$ cat src/rtl/ews_pkg.sv
// Shared types for the external write sequencer.
// Assumes: one write in flight at a time.
package ews_pkg;
    typedef enum logic [2:0] {
        ST_IDLE,
        ST_SETUP,
        ST_STROBE,
        ST_RELEASE,
        ST_HOLD,
        ST_GAP
    } ews_state_e;
endpackage

$ cat src/rtl/ews_cfg_reg.sv
// Configuration register: wait-state count, hold option, idle option.
// Assumes: written by a single-cycle enable; all fields reset to zero.
module ews_cfg_reg #(
    parameter int WAIT_W = 4
) (
    input  logic              clk,
    input  logic              rst_n,
    input  logic              we,
    input  logic [WAIT_W-1:0] wait_in,
    input  logic              hold_in,
    input  logic              idle_in,
    output logic [WAIT_W-1:0] wait_q,
    output logic              hold_q,
    output logic              idle_q
);
    // Store the fields on a write enable.
    always_ff @(posedge clk) begin
        if (!rst_n) begin
            wait_q <= '0;
            hold_q <= 1'b0;
            idle_q <= 1'b0;
        end else if (we) begin
            wait_q <= wait_in;
            hold_q <= hold_in;
            idle_q <= idle_in;
        end
    end
endmodule

$ cat src/rtl/ews_wait_ctr.sv
// Wait-state down counter. It is loaded when a request is accepted and
// counts down during strobe cycles. It reports when no wait states remain.
// Assumes: load and run are never high together.
module ews_wait_ctr #(
    parameter int WAIT_W = 4
) (
    input  logic              clk,
    input  logic              rst_n,
    input  logic              load,
    input  logic [WAIT_W-1:0] load_val,
    input  logic              run,
    output logic              expired
);
    logic [WAIT_W-1:0] cnt;

    // Load on accept, decrement toward zero while running.
    always_ff @(posedge clk) begin
        if (!rst_n)                  cnt <= '0;
        else if (load)               cnt <= load_val;
        else if (run && cnt != '0)   cnt <= cnt - 1'b1;
    end

    assign expired = (cnt == '0);

    // the count rests at zero and never wraps while running.
    assert_ctr_floor_R3: assert property (@(posedge clk) disable iff (!rst_n)
        (run && !load && expired) |=> expired);
endmodule

$ cat src/rtl/ews_bank_dec.sv
// Decodes a bank number into active-low one-per-bank selects.
// Assumes: bank is below BANKS whenever en is high.
module ews_bank_dec #(
    parameter int BANKS  = 4,
    parameter int BSEL_W = 2
) (
    input  logic [BSEL_W-1:0] bank,
    input  logic              en,
    output logic [BANKS-1:0]  sel_n
);
    // One comparator per select line.
    for (genvar g = 0; g < BANKS; g++) begin : g_sel
        assign sel_n[g] = !(en && (bank == BSEL_W'(g)));
    end
endmodule

$ cat src/rtl/ext_wr_seq.sv
// Asynchronous external memory write sequencer (top).
// Runs one write per request: setup, strobe (wait states plus acknowledge),
// data release, and an optional hold cycle and optional bus-idle cycle.
// Assumes: mem_ack is already synchronised to clk; cfg changes apply at accept.
module ext_wr_seq
    import ews_pkg::*;
#(
    parameter int ADDR_W = 24,
    parameter int DATA_W = 32,
    parameter int BANKS  = 4,
    parameter int WAIT_W = 4,
    localparam int BSEL_W = (BANKS > 1) ? $clog2(BANKS) : 1
) (
    input  logic              clk,
    input  logic              rst_n,
    input  logic              cfg_we,
    input  logic [WAIT_W-1:0] cfg_wait,
    input  logic              cfg_hold,
    input  logic              cfg_idle,
    input  logic              req_valid,
    output logic              req_ready,
    input  logic [ADDR_W-1:0] req_addr,
    input  logic [DATA_W-1:0] req_data,
    input  logic [BSEL_W-1:0] req_bank,
    output logic              done,
    output logic [ADDR_W-1:0] mem_addr,
    output logic [DATA_W-1:0] mem_data,
    output logic              mem_data_oe,
    output logic              mem_wr_n,
    output logic [BANKS-1:0]  mem_sel_n,
    output logic              mem_adr_clk,
    input  logic              mem_ack
);
    ews_state_e        state, state_nx;
    logic [ADDR_W-1:0] addr_q;
    logic [DATA_W-1:0] data_q;
    logic [BSEL_W-1:0] bank_q;
    logic              hold_opt, idle_opt;
    logic              done_q;
    logic [WAIT_W-1:0] wait_cfg;
    logic              hold_cfg, idle_cfg;
    logic              accept, expired, sel_en;

    ews_cfg_reg #(.WAIT_W(WAIT_W)) u_cfg (
        .clk(clk), .rst_n(rst_n), .we(cfg_we),
        .wait_in(cfg_wait), .hold_in(cfg_hold), .idle_in(cfg_idle),
        .wait_q(wait_cfg), .hold_q(hold_cfg), .idle_q(idle_cfg)
    );

    assign accept = req_valid && (state == ST_IDLE);

    ews_wait_ctr #(.WAIT_W(WAIT_W)) u_wait (
        .clk(clk), .rst_n(rst_n), .load(accept), .load_val(wait_cfg),
        .run(state == ST_STROBE), .expired(expired)
    );

    // Next-state selection for one write cycle.
    always_comb begin
        state_nx = state;
        case (state)
            ST_IDLE:    if (req_valid) state_nx = ST_SETUP;
            ST_SETUP:   state_nx = ST_STROBE;
            ST_STROBE:  if (expired && mem_ack) state_nx = ST_RELEASE;
            ST_RELEASE: state_nx = hold_opt ? ST_HOLD : (idle_opt ? ST_GAP : ST_IDLE);
            ST_HOLD:    state_nx = idle_opt ? ST_GAP : ST_IDLE;
            ST_GAP:     state_nx = ST_IDLE;
            default:    state_nx = ST_IDLE;
        endcase
    end

    // State register and completion pulse.
    always_ff @(posedge clk) begin
        if (!rst_n) begin
            state  <= ST_IDLE;
            done_q <= 1'b0;
        end else begin
            state  <= state_nx;
            done_q <= (state != ST_IDLE) && (state_nx == ST_IDLE);
        end
    end

    // Capture the request and the option bits at acceptance.
    always_ff @(posedge clk) begin
        if (!rst_n) begin
            addr_q   <= '0;
            data_q   <= '0;
            bank_q   <= '0;
            hold_opt <= 1'b0;
            idle_opt <= 1'b0;
        end else if (accept) begin
            addr_q   <= req_addr;
            data_q   <= req_data;
            bank_q   <= req_bank;
            hold_opt <= hold_cfg;
            idle_opt <= idle_cfg;
        end
    end

    assign sel_en = (state == ST_SETUP) || (state == ST_STROBE) ||
                    (state == ST_RELEASE) || (state == ST_HOLD);

    ews_bank_dec #(.BANKS(BANKS), .BSEL_W(BSEL_W)) u_dec (
        .bank(bank_q), .en(sel_en), .sel_n(mem_sel_n)
    );

    assign mem_wr_n    = (state != ST_STROBE);
    assign mem_data_oe = (state == ST_STROBE) || (state == ST_RELEASE);
    assign mem_adr_clk = (state == ST_SETUP);
    assign mem_addr    = addr_q;
    assign mem_data    = data_q;
    assign req_ready   = (state == ST_IDLE);
    assign done        = done_q;

    // the strobe falls only after a setup cycle with the address clock high.
    assert_setup_first_R1: assert property (@(posedge clk) disable iff (!rst_n)
        $fell(mem_wr_n) |-> $past(mem_adr_clk));
    // the address is stable while a select stays active.
    assert_addr_stable_R1: assert property (@(posedge clk) disable iff (!rst_n)
        (!(&mem_sel_n) && !(&$past(mem_sel_n))) |-> $stable(mem_addr));
    // the strobe is held while wait states remain.
    assert_ack_ignored_R3: assert property (@(posedge clk) disable iff (!rst_n)
        (!mem_wr_n && !expired) |=> !mem_wr_n);
    // a low acknowledge after the wait states holds the strobe.
    assert_ack_extends_R4: assert property (@(posedge clk) disable iff (!rst_n)
        (!mem_wr_n && expired && !mem_ack) |=> !mem_wr_n);
    // the data bus is driven only during the strobe or the cycle after it.
    assert_oe_window_R5: assert property (@(posedge clk) disable iff (!rst_n)
        (mem_data_oe && mem_wr_n) |-> !$past(mem_wr_n));
    // at most one select is active, and exactly one during the strobe.
    assert_sel_onehot_R6: assert property (@(posedge clk) disable iff (!rst_n)
        $onehot0(~mem_sel_n));
    assert_sel_in_strobe_R6: assert property (@(posedge clk) disable iff (!rst_n)
        !mem_wr_n |-> ($countones(~mem_sel_n) == 1));
    // the strobe stays high for at least two cycles after it rises.
    assert_min_high_R9: assert property (@(posedge clk) disable iff (!rst_n)
        $rose(mem_wr_n) |=> mem_wr_n);
    // done appears only while the port is ready.
    assert_done_idle_R11: assert property (@(posedge clk) disable iff (!rst_n)
        done |-> req_ready);
endmodule

$ cat config.mk
export PLATFORM = sky130hd
export DESIGN_NAME = ext_wr_seq
export DESIGN_NICKNAME = d
export VERILOG_FILES = /design/src/rtl/ews_pkg.sv /design/src/rtl/ews_cfg_reg.sv /design/src/rtl/ews_wait_ctr.sv /design/src/rtl/ews_bank_dec.sv /design/src/rtl/ext_wr_seq.sv
export SDC_FILE = /design/constraint.sdc
export NUM_CORES = 1
export LEC_CHECK = 0
export ABC_AREA = 0
export BUFFER_PORTS_ARGS = -buffer_cell sky130_fd_sc_hd__buf_4
export CAP_MARGIN = 5
export CORE_AREA = 2 2 80 82
export CTS_BUF_LIST = sky130_fd_sc_hd__clkbuf_8
export CTS_CLUSTER_SIZE = 30
export DETAILED_ROUTE_END_ITERATION = 7
export DIE_AREA = 0 0 82 84
export PLACE_DENSITY = 0.86
export RECOVER_POWER = 50
export SLEW_MARGIN = 20
export SYNTH_ARGS = -nofsm -noshare
export SYNTH_HDL_FRONTEND = slang
export SYNTH_SLANG_ARGS = --single-unit
$ cat constraint.sdc
create_clock -name clk -period 1.7 [get_ports clk]
set_input_delay 0.255 -clock clk [delete_from_list [all_inputs] [get_ports clk]]
set_output_delay 0.255 -clock clk [all_outputs]
set_load 0.05 [all_outputs]
# After elaboration in Yosys (flattened, before gate mapping)
# Index checks and enable logic that the tools add are counted.
# word_totals
reg_bits	74
inputBits	69
output_inout_bits	65
elab_cells	50
# classes
n_addsub	1
n_eq_ne	8
n_mux	7
n_reduce_logical	23
# ops
op	n
case mux 3 bit (5 select lines)	1
two-way mux 3 bit	4
logical AND 1 bit	8
two-way mux 4 bit	2
equality test 3 x 2 -> 1 bit (second input constant)	2
logical NOT 3 bit	2
equality test 2 bit (second input constant)	2
logical NOT 1 bit	4
logical NOT 4 bit	1
logical OR 1 bit	4
nonzero test 4 bit	1
subtractor 4 x 1 -> 4 bit (second input constant)	1
equality test 3 x 1 -> 1 bit (second input constant)	1
equality test 3 bit (second input constant)	1
inequality test 3 x 2 -> 1 bit (second input constant)	1
nonzero test 3 bit	1
equality test 2 x 1 -> 1 bit (second input constant)	1
logical NOT 2 bit	1
nonzero test 2 bit	1

# Logic depth before layout (Yosys ltp)
# Gate-level depths: netlist of run 1.
# logic_depth
depth_word	6
ltp_mapped	6
depth_no_buf	5

# Hierarchy
# A second synthesis of run 1 with hierarchy kept.
# unflattened
hier_cells	351
area_unflattened_um2	2971.6
# modules_own_cells
mod	n_inst	cells_each	area_each_um2	seq_area_each_um2
ext_wr_seq	1	297	2457.4	1281.2
ews_wait_ctr	1	31	256.5	80.1
ews_cfg_reg	1	19	229.0	120.1
ews_bank_dec	1	4	28.8	0.0

# Worst setup path before layout of run 1
# No wires, ideal clock.
# synth_timing
path_kind	register -> output
startpoint	register state[1]
endpoint	output port mem_sel_n[2]
t_arrival_ns	2.366
path_slack_ns	-0.921
stages_incl_launch_ff	5
n_path_buf	1
cell_sequence	dfxtp_1 -> clkbuf_1 -> nor3_1 -> nor2_1 -> nand3b_1
# synth_via
elab_chain_len	6
word_cells_on_any_way	9
cone_classes	eq/ne (4); reduce/logical (5)
# synth_lines
item	line_no	source
from (decl)	ext_wr_seq.sv:34	ews_state_e state, state_nx;
from (signal assigned)	ext_wr_seq.sv:77	state <= state_nx;
equality test 3 x 1 -> 1 bit or equality test 3 x 2 -> 1 bit (tied branches)	ext_wr_seq.sv:99	assign sel_en = (state == ST_SETUP) || (state == ST_STROBE) ||
logical OR 1 bit (2 in a row)	ext_wr_seq.sv:99	
logical OR 1 bit (*)	ext_wr_seq.sv:100	(state == ST_RELEASE) || (state == ST_HOLD);
logical AND 1 bit (*)	ews_bank_dec.sv:13	assign sel_n[g] = !(en && (bank == BSEL_W'(g)));
logical NOT 1 bit (*)	ews_bank_dec.sv:13	
to (decl)	ext_wr_seq.sv:30	output logic [BANKS-1:0] mem_sel_n,
# Mark *: on every way between the ends. The rest lies on a longest branch, timed or not.

# Worst setup path in the final report of run 1
# layout_timing
startpoint	register state[1]
endpoint	output port mem_sel_n[0]
# The elaborated chain is that of the path after synthesis.

==> flow_summary.toml, run 1 <==
[clocking]
htreeDepth = 3
clock_latency_ps = 340
cts_tree = "yes"
clkSinkCount = 74
cts_root_buf = "clkbuf_8"
cts.clk_slew.worst_paths_ps = 80
clockBufferDepth = 2
cts_buffers = 9

[drt]
wl_per_cell_um = 13.3
dr.pass1.iters = 4
vias_per_cell = 4.99
ant_nets = 0
vias = 2818
drt_iter0_drc = 108
drc_errors = 0
routed_wl_um = 7520

[power]
p_leak_nw = 1.68
internal_power_mw = 3.14
ir_drop_v = 0.000648
pwr-share-comb = 0.270
power_mw = 4.71
p_seq_frac = 0.414
power_frac_clock = 0.315
p_switching_mw = 1.57
p_per_area_mw_per_mm2 = 1160
swShare = 0.334

[layout]
stdcell_count = 565
area_growth_pct = 42.6
final_util = 0.665
diodes = 0
drive_above_1_share = 0.254
nNetsFinal = 554

[worst_hold_path]
hp-start = "cfg_wait[1]"
hp-class = "input pin to register"
whs_path_depth = 3
hold_end = "u_cfg.wait_q[1]"

[setup_path]
worstPathMaxFanout = 3
reg2regPathDepth = 6
crit_type = "register to output pin"
required_ps = 1440
cp_top_family = "simple AND/OR/NAND/NOR gates"
cp-end-kind = "output pin"
r2r_slack_ps = 100
cp_slowest_stage_delay_ps = 410
cp_num_cells = 4
r2r-end = "u_wait.cnt[2]"
r2r_start = "state[0]"
worstPathArrival_ps = 1590
crit_path_frequent_cell = "buf_6"
crit_chain = "buf_6, o21a_4, or4_4, buf_6"
crit_path_start = "state[1]"
cp-start-kind = "register"
crit_buf_inv = 2
cp_slowest_cell = "or4_4"

[status]
violations = "setup timing"
status = "finished, violations left"

[synth]
synth_top_cell_area_share = 0.521
async_reset_ff_frac = 0
syn_nets = 415
synth_area_per_cell_um2 = 8.26
yosys_warnings = 0
synth_area_mm2 = 0.00284
synth_edf_count = 0
ys_seq_area_frac = 0.521
synth_cells = 344
synth_flop_cell = "dfxtp_1"
ys_types = 33
yosys_register_bits = 74
synth_top_cell_by_area = "dfxtp_1"
synth_area_leaders = "dfxtp_1, nand2_1, a21oi_1"

[sta]
layout_setup_ws_ps = -141
whs_ps = 145
tightest_slew_ps = 636
period_needed_ps = 1840
skew_ps = 8.43
drv_slew = 0
clock.fmax_mhz = 543
hold_viol_final = 0
grt_setup_unrepaired = "yes"
maxSlewHeadroom = 0.576
fin_crit_sh = 1.08
setup_viol = 4

[grt]
antenna_found_initial = 0
grt_max_degree = 41
grt_pass1_wl_um = 11700
grtUsageTotal = 0.219
overflow = 0
grt_pass1_vias = 2671

[floorplanning]
num_rows = 29
fp.coreArea_mm2 = 0.00610
pin_count = 134
die_h_um = 84
initial_core_util = 0.466
die_w_um = 82
fp.dieArea_mm2 = 0.00689

[placement]
dp.cells = 541
gp_congestion = 0.769
portBuffers = 133
hpwl_um = 5140

[run]
max_cap_viol_count = 0
per-stage QoR:
step,area [um^2],setup slack (ps),setup TNS [ps]
global route,4060,-193,-515
detailed placement,3910,64.4,0
global placement,3910,113,0
CTS,4230,-154,-405
finish,4060,-141,-261
floorplan,2870,-46.2,-122
worst max path at each step:
stage / end / slack, ps
final: mem_sel_n[0] / -140
after global routing: mem_sel_n[0] / -190
after CTS: mem_sel_n[0] / -150
after detailed placement: mem_data[24] / 60
after global placement: mem_addr[2] / 110
after floorplan: mem_sel_n[1] / -50
kinds of logic (layout without fill, tap and decap cells):
logic type	Yosys count	in the layout	synth area share
fa+ha+maj	2	2	0.00880
mux	6	6	0.0211
flops	74	74	0.521
simple gates	154	154	0.236
compound gates	76	76	0.142
buf+inv	31	175	0.0682
xor+xnor	1	1	0.00308
sequential cells by signal, summed over array words and instances (netlist names):
register,cells
bank_q,2
done,1
hold_opt,1
idle_opt,1
mem_addr,24
mem_data,32
state,3
u_cfg.hold_q,1
u_cfg.idle_q,1
u_cfg.wait_q,4
u_wait.cnt,4
synth_stat cells, drive strengths merged (2+ instances only):
library cell,count
a21oi,63
a31oi,4
a32oi,2
buf,15
clkbuf,10
dfxtp,74
ha,2
inv,6
mux2i,6
nand2,122
nand3,3
nand3b,3
nor2,7
nor3,4
nor3b,4
o21a,2
o21ai,3
or3,2
or4,3
area by class of cell:
type / count / area [um^2]
flip-flops and latches: 74 / 1480
repair buffers: 153 / 1000
inverters: 6 / 22.5
clock inverters: 6 / 81.3
multi-input cells: 239 / 1230
well taps: 77 / 96.3
fillers: 560 / 2040
clock buffers: 10 / 138
cells in the final DEF, fill, tap and decap left out, types with 2 or more instances in the layout:
cell type / instances
a21oi_1: 63
inv_1: 6
dfxtp_2: 2
dfxtp_1: 72
buf_6: 8
clkinv_2: 2
nand3b_1: 3
clkbuf_8: 10
clkbuf_1: 58
nor3_1: 3
o21ai_0: 2
buf_12: 2
or3_1: 2
ha_1: 2
buf_4: 80
a32oi_1: 2
buf_8: 3
nand2_1: 122
bufinv_16: 2
nor3b_1: 2
nand3_1: 2
mux2i_1: 6
clkbuf_2: 2
a31oi_1: 4
or4_4: 2
nor2_1: 6
power by group through the flow:
stage | Clock, mW | Combinational, mW | Sequential, mW
after floorplan | 0 | 0.521 | 2.36
after global placement | 0 | 1.28 | 1.98
after detailed placement | 0 | 1.30 | 1.99
after CTS | 1.51 | 1.35 | 1.95
after global routing | 1.59 | 1.36 | 1.97
final | 1.49 | 1.27 | 1.95
per-layer routing:
| metal | GRT usage | routed length, um | up-vias |
|---|---|---|---|
| met5 | 0 | 0 | - |
| met4 | 0.0879 | 111 | 0 |
| met3 | 0.0660 | 626 | 8 |
| met2 | 0.378 | 3680 | 99 |
| met1 | 0.245 | 3110 | 1297 |
| li1 | - | - | 1414 |
timing repair:
action                                  4_1_cts  5_1_grt
hold buffers                                  0        0
setup buffers                                 7        2
endpoints found under the setup margin        5       12
cloned                                        0        0
pin swaps                                     2        3
resized for setup                            13       11
worst min-delay path, stage by stage:
cell     delay (ps)
buf_4            80
mux2i_1          50
nor2_1           70
(Power assumes the default switching activity.)
==> run 2: changes to the inputs <==
CORE_AREA = 2 2 101 103   (was 2 2 80 82)
DIE_AREA = 0 0 103 105   (was 0 0 82 84)
PLACE_DENSITY = 0.6   (was 0.86)
SKIP_LAST_GASP = 1   (was unset)
==> run 2 against run 1 <==
Compared with the run above: the run still ends with setup timing left; register-to-register slack worse by 50 ps; clock power about the same; count of clock-buffer cells in the layout down 1; maximum frequency shrank 1.3%; worst setup slack lost 24 ps; utilization shrank 24 points; sequential power hardly changed; critical path type unchanged; critical endpoint unchanged; largest cell class unchanged.
==> flow_summary.toml, run 2 (synthesized netlist as in run 1, its figures left out) <==
[clocking]
cts.clk_slew.worst_paths_ps = 80
cts_buffers = 9
clock_latency_ps = 350
cts_root_buf = "clkbuf_8"
cts.hold.buffers_added = 0
clockBufferDepth = 2
cts_tree = "yes"
htreeDepth = 3
clkSinkCount = 74

[layout]
area_growth_pct = 45.7
nNetsFinal = 557
layout_common_cells = "nand2_1, buf_4, dfxtp_1, a21oi_1, clkbuf_1"
ff_latch_area_mm2 = 0.00148
fillerInstances = 1049
final_area_mm2 = 0.00414
diodes = 0
multiInputGateArea_mm2 = 0.00122
largest_register_ffs = 32
final_util = 0.430
final_common_cell = "nand2_1"
drive_above_1_share = 0.257
stdcell_count = 624

[placement]
hpwl_um = 5180
portBuffers = 133
place_area_mm2 = 0.00399
dp.cells = 598
gp_congestion = 0.691

[power]
ir_drop_v = 0.000529
p_switching_mw = 1.61
p_leak_nw = 1.68
p_per_area_mw_per_mm2 = 1140
power_mw = 4.72
power_frac_clock = 0.318
swShare = 0.341
p_seq_frac = 0.413
pwr-share-comb = 0.269
internal_power_mw = 3.11

[setup_path]
worstPathArrival_ps = 1610
cp_top_family = "simple AND/OR/NAND/NOR gates"
worstPathMaxFanout = 3
crit_chain = "buf_6, o21a_1, or4_4, buf_8"
required_ps = 1440
crit_type = "register to output pin"
crit_buf_inv = 2
cp_slowest_cell = "or4_4"
cp_slowest_stage_delay_ps = 440
cp-start-kind = "register"
cp-end-kind = "output pin"

[grt]
grtUsageTotal = 0.139
antenna_found_initial = 0
grt_pass1_wl_um = 12100
grt_pass1_vias = 2583
overflow = 0
grt_max_degree = 43

[drt]
ant_nets = 0
vias_per_cell = 4.41
drt_iter0_drc = 97
routed_wl_um = 7630
dr.pass1.iters = 6
vias = 2751
drc_errors = 0
wl_per_cell_um = 12.2

[worst_hold_path]
hp-class = "input pin to register"

[floorplanning]
fp.dieArea_mm2 = 0.0108
initial_core_util = 0.295
num_rows = 36
die_w_um = 103
fp.coreArea_mm2 = 0.00964
pin_count = 134
die_h_um = 105

[status]
violations = "setup timing"
status = "finished, violations left"

[sta]
grt_setup_unrepaired = "yes"
maxSlewHeadroom = 0.563
period_needed_ps = 1860
fin_crit_sh = 1.10
skew_ps = 5.34
clock.fmax_mhz = 536
setup_viol = 4
fin_setup_tns_ps = -344
layout_setup_ws_ps = -165
hold_viol_final = 0
drv_slew = 0
tightest_slew_ps = 658

[run]
max_cap_viol_count = 0
run 2: changes by cell type in the layout (fill, tap and decap cells not counted), sizes merged:
| cell | delta |
|---|---|
| clkinv | -1 |
| clkinvlp | +2 |
| buf | +4 |
| clkbuf | -2 |
run 2: power groups by stage:
stage	Combinational, mW	Clock, mW	Sequential [mW]
final	1.27	1.50	1.95
after global routing	1.37	1.64	1.97
after CTS	1.36	1.56	1.95
after detailed placement	1.31	0	1.99
after global placement	1.30	0	1.99
after floorplan	0.521	0	2.36
run 2: cell type report:
cell class              count  share of cell area
flip-flops and latches     74               0.358
multi-input cells         239               0.295
repair buffers            156               0.248
well taps                 133              0.0402
clock buffers               9              0.0299
clock inverters             7              0.0230
inverters                   6             0.00544
run 2: timing repair:
| item | 4_1_cts | 5_1_grt |
|---|---|---|
| buffers inserted | 7 | 3 |
| endpoints found under the setup margin | 5 | 41 |
| resized for setup | 16 | 10 |
| pin swaps | 3 | 3 |
run 2: layer usage:
layer | wire length, um | up-vias | track usage
met5 | 0 | - | 0
met4 | 105 | 0 | 0.0536
met3 | 639 | 10 | 0.0475
met2 | 3530 | 94 | 0.220
met1 | 3350 | 1227 | 0.173
li1 | - | 1420 | -
run 2: worst paths after layout:
check | cells after the start | slack, ps | start | end
setup / recovery | 4 | -160 | state[1] | mem_sel_n[0]
hold / removal | 3 | 140 | cfg_wait[0] | u_cfg.wait_q[0]
setup reg to reg | 6 | 50 | state[0] | u_wait.cnt[3]
hold reg to reg | 2 | 450 | mem_addr[17] | mem_addr[17]
run 2: worst register-to-register path: cells and delay by family (launching register included):
family / cells / cell delay (ps)
buffers and inverters: 3 / 630
AOI/OAI and AO/OA: 2 / 270
DFF: 1 / 330
and+or+nand+nor: 1 / 340
run 2: per-stage QoR:
stage	worst slack [ps]	hold WS (ps)
after global placement	115	441
after detailed placement	93.6	446
after floorplan	-46.2	373
final	-165	142
after CTS	-176	127
after global routing	-202	129
